**src/rtl/irq_status_unit.sv**
```systemverilog
module irq_status_unit #(
  parameter int ADDR_W = 8,
  parameter int STATE_W = 3,
  parameter logic [ADDR_W-1:0] STAT_ADDR = 'h16,
  parameter logic [ADDR_W-1:0] EN_ADDR = 'h17
) (
  input  logic              clk,
  input  logic              rst_n,
  input  logic [ADDR_W-1:0] bus_addr,
  input  logic              bus_rd,
  input  logic              bus_wr,
  input  logic [7:0]        bus_wdata,
  output logic [7:0]        bus_rdata,
  input  logic [STATE_W-1:0] act_state,
  input  logic              info_hi,
  input  logic              info_lo,
  input  logic              fsync_err,
  input  logic              q_nib_done,
  input  logic              s_nib_ready,
  output logic              irq
);
  localparam int NSRC = 4;
  localparam int WATCH_W = STATE_W + 2;

  logic [WATCH_W-1:0] watch_cur, watch_prv;
  logic               fs_cur, fs_prv;
  logic               cur_vld, prv_vld;
  logic [NSRC-1:0]    status, en, events;
  logic               irq_q;

  wire stat_sel = (bus_addr == STAT_ADDR);
  wire en_sel   = (bus_addr == EN_ADDR);
  wire clr      = bus_rd && stat_sel;

  always_ff @(posedge clk or negedge rst_n) begin
    if (!rst_n) begin
      watch_cur <= '0;
      watch_prv <= '0;
      fs_cur    <= 1'b0;
      fs_prv    <= 1'b0;
      cur_vld   <= 1'b0;
      prv_vld   <= 1'b0;
    end else begin
      watch_cur <= {info_hi, info_lo, act_state};
      fs_cur    <= fsync_err;
      watch_prv <= watch_cur;
      fs_prv    <= fs_cur;
      cur_vld   <= 1'b1;
      prv_vld   <= cur_vld;
    end
  end

  assign events[3] = prv_vld && (watch_cur != watch_prv);
  assign events[2] = prv_vld && fs_cur && !fs_prv;
  assign events[1] = q_nib_done;
  assign events[0] = s_nib_ready;

  always_ff @(posedge clk or negedge rst_n) begin
    if (!rst_n) begin
      status <= '0;
      en     <= '0;
      irq_q  <= 1'b0;
    end else begin
      status <= (clr ? '0 : status) | events;
      if (bus_wr && en_sel) en <= bus_wdata[NSRC-1:0];
      irq_q <= |(status & en);
    end
  end

  assign irq = irq_q;
  assign bus_rdata = stat_sel ? {{(8-NSRC){1'b0}}, status} :
                     en_sel   ? {{(8-NSRC){1'b0}}, en} : 8'h00;
endmodule

```
**config.mk**
```make
export PLATFORM = sky130hd
export DESIGN_NAME = irq_status_unit
export DESIGN_NICKNAME = d
export VERILOG_FILES = /design/src/rtl/irq_status_unit.sv
export SDC_FILE = /design/constraint.sdc
export NUM_CORES = 1
export LEC_CHECK = 0
export BUFFER_PORTS_ARGS = -buffer_cell sky130_fd_sc_hd__buf_4
export CORE_ASPECT_RATIO = 0.9
export CORE_MARGIN = 5
export CORE_UTILIZATION = 45
export CTS_CLUSTER_DIAMETER = 50
export DETAILED_ROUTE_END_ITERATION = 6
export PLACE_DENSITY = 0.76
export SYNTH_ARGS = -nofsm -noshare
export SYNTH_HDL_FRONTEND = slang
export SYNTH_SLANG_ARGS = --single-unit
```
**constraint.sdc**
```tcl
create_clock -name clk -period 2.7 [get_ports clk]
set_input_delay 0 -clock clk [delete_from_list [all_inputs] [get_ports clk]]
set_output_delay 0 -clock clk [all_outputs]
set_load 0.05 [all_outputs]
```
==> results.md <==
Final layout:
- Of the cells placed in the final design, the portion with a size suffix greater than 1 is 0.398.
- The layout has 154 filler cells.
- The area occupied by multi-input gates is 295 um2.
- The count of inserted antenna diode cells is 0.
- The final instance area is 1290 um2.
- The sequential standard cell area is 576 um2.
- The layout-stage area growth over the synthesis result is 41.8%.
- In the final design database the tool counted 132 nets.

Critical path:
- The data arrival time at the worst-slack endpoint is 1370 ps.
- The worst setup path is captured at an output pin.
- The depth of the worst register-to-register path is 4.
- The worst-path maximum fanout is 5.
- The worst path required time is 2700 ps.
- In this run the register-to-register setup slack is 1570 ps.
- The delay of the slowest cell on the worst path is 570 ps.
- The path length in cells of the critical path is 5.
- The worst setup path is of the in -> out kind.
- The critical path startpoint category is an input port.
- The family with the most delay on the worst path is simple AND/OR/NAND/NOR gates.
- Counting both buffers and inverters, the worst setup path holds a total of 2.
- The dominant cell type by count on the critical path is buf_4.
- The critical path goes through buf_4 > or4b_4 > nor3_4 > a22o_1 > buf_4.
- The cell with the largest stage delay on the worst path is or4b_4.

STA:
- The clock period could shrink to 1370 ps.
- For this run, the top clock speed supported by timing is 729 MHz.
- The part of the cycle the worst path needs is 0.508.
- Setup repair after global routing left no endpoint under its margin.
- The total of endpoints with negative setup slack in the final report is 0.
- Adding up every negative setup slack in the final design gives 0 ps.
- Clock skew on the completed layout was measured at 5.33 ps.
- The final hold violation count is 0.
- The max-slew violation total from the final report was 0.

GRT:
- The number of antenna violations at the first check in global routing came to 0.
- The first-pass GRT wire length is 2970 um.
- The global route total overflow is 0.
- Across every metal layer, demand over resource in global routing totals 0.135.
- The via count of the first global-routing pass was 632.
- Entering global routing, the biggest net connects 24 pins.

Floorplanning:
- The area of the die is 3020 um2.
- The number of placement rows is 15.
- The I/O pin count is 37.
- The total core area is 1910 um2.
- The starting density of the core is 0.474.
- The die is 52.6 um tall.
- The overall die width is 57.3 um.

Clock network:
- The clock latency on the worst-skew pair is 300 ps.
- TritonCTS created 3 clock buffers.
- In this run the clock root is driven by a clkbuf_4.
- The CTS clock-pin slew for the worst setup and hold paths is 120 ps.
- The H-tree depth is 1.
- Clock tree synthesis found a total of 23 sinks.
- The TritonCTS clock tree is built.
- Counting along the longest clock path gives a buffer depth of 2.
- Gates resized during post-CTS repair numbered 0.

Detailed routing:
- For this block, the routed nets add up to 1700 um of wire.
- The via density per instance is 4.55.
- In the final routed layout, each cell accounts on average for 13.3 um.
- For this block, the via count after detailed routing is 582.
- The remaining design rule violation count is 0.
- The number of DRC violations after detailed-routing iteration 0 is 8.
- The first TritonRoute pass finished after 4 iterations.
- The number of routed nets with antenna violations is 0.

Logic synthesis:
- Synthesis handed over a netlist of 59 instances.
- The total number of yosys warnings is 0.
- By count the netlist is led by dfrtp_1 (23), a22o_1 (5), buf_4 (4), mux2_4 (4).
- The largest area contributor in the synthesized netlist is dfrtp_1.
- In the synthesized netlist the async set-or-reset flop fraction comes to 1.00.
- Of the synthesized area, sequential elements account for 0.634.
- The count of different cell masters after synthesis is 18.
- The area share of the leading cell type in the synthesized netlist is 0.634.
- The most common cell in the synthesized netlist is dfrtp_1.
- After synthesis, the mean cell area works out to 15.4 um2.
- The primary flip-flop cell chosen by synthesis mapping is dfrtp_1.
- The number of flops mapped to enable cells by yosys is 0.
- Summing every instance area after synthesis gives 907 um2.
- The number of synthesized register bits is 23.
- Sorting the synthesized cells by area gives the leading types as dfrtp_1 (63%), mux2_4 (6.6%), a22o_1 (4.8%).

Placed design:
- Once placement finished, the instance area stood at 1130 um2.
- The detailed-placement wirelength estimate is 1210 um.
- Routability-driven placement finished with a final weighted congestion of 0.740.
- The count of buffers inserted at the top-level ports is 28.

Hold path:
- The classification of the worst-slack hold path is in -> reg.
- The number of cells traversed by the worst hold path is 3.

Status:
- The run finished with clean final reports.

Pwr:
- The post-layout total power is 0.616 mW.
- The ratio of total power to cell area is 479 nW/um2.
- The leakage power of the design is 0.626 nW.
- The maximum vdd drop is 0.437 mV.

Flow run:
- The tool flagged a number of max-cap violations equal to 0.
-- layout by cell type, fill, tap and decap left out --
master,instances
buf_4,28
dfrtp_1,23
dlygate4sd3_1,13
a22o_1,5
conb_1,5
mux2_4,4
nand2_1,3
xor2_1,3
clkbuf_4,3
nor3_4,2
a21o_1,2
xnor2_1,2
a22oi_1,2
or4b_4,1
nand3b_2,1
bufinv_8,1
o2bb2ai_1,1
nor3_1,1
nand3_1,1
nand2_4,1
clkbuf_1,1
-- per-stage QoR --
stage	worst slack (ps)	hold WS [ps]	utilization	std cells
2_1_floorplan	1340	-296	-	62
3_3_place_gp	1160	-105	0.590	111
3_5_place_dp	1170	-98.9	0.590	111
6_report	1330	37.4	0.672	128
4_1_cts	1340	34.0	0.672	128
5_1_grt	1270	40.2	0.672	128
-- area by class of cell --
cell class / instances / share of cell area
Sequential cell: 23 / 0.447
Timing Repair Buffer: 41 / 0.265
Multi-Input combinational cell: 34 / 0.230
Tap cell: 25 / 0.0243
Clock buffer: 4 / 0.0204
Inverter: 1 / 0.0136
-- state kept, by name, summed over array words and instances (netlist names) --
name and count:
fs_cur 1, en 4, watch_prv 5, cur_vld 1
fs_prv 1, status 4, watch_cur 5, irq 1
prv_vld 1
-- final timing paths --
| kind | from | endpoint |
|---|---|---|
| max | bus_addr[5] | bus_rdata[2] |
| min | bus_rd | status[2] |
| max reg2reg | watch_cur[0] | status[3] |
| min reg2reg | cur_vld | prv_vld |
| max in group asynchronous | rst_n | en[1] |
| min in group asynchronous | rst_n | watch_cur[1] |
-- cell families after synthesis --
family / after synthesis / share of synthesized area
other: 2 / 0.00828
flip-flops: 23 / 0.634
AO/OA/AOI/OAI: 10 / 0.0910
multiplexers: 4 / 0.0662
buffers and inverters: 5 / 0.0524
XOR/XNOR: 5 / 0.0483
AND/OR/NAND/NOR: 10 / 0.0993
-- per-layer routing --
metal	up-vias	wire [um]	GRT usage
li1	287	-	-
met1	275	709	0.165
met2	16	877	0.224
met3	4	78	0.0369
met4	0	35	0.0579
met5	-	0	0
-- what timing repair did --
action                                 in CTS  in global routing
hold buffers                               13                  0
endpoints found under the hold margin      35                  0
buffers inserted                            0                  0
-- report_power, final --
group | switching [mW] | internal [mW] | leakage [nW] | total [mW]
sequential | 0.00855 | 0.360 | 0.267 | 0.369
combinational | 0.0449 | 0.0509 | 0.344 | 0.0958
clock | 0.0937 | 0.0575 | 0.0150 | 0.151
total | 0.147 | 0.469 | 0.626 | 0.616
-- worst reg2reg max path: stages (launching register included) --
cell and delay [ps]:
dfrtp_1 410, xor2_1 150, nor3_1 200, nand3_1 90, a22o_1 180
No activity file was read; power rests on OpenSTA's default activity.
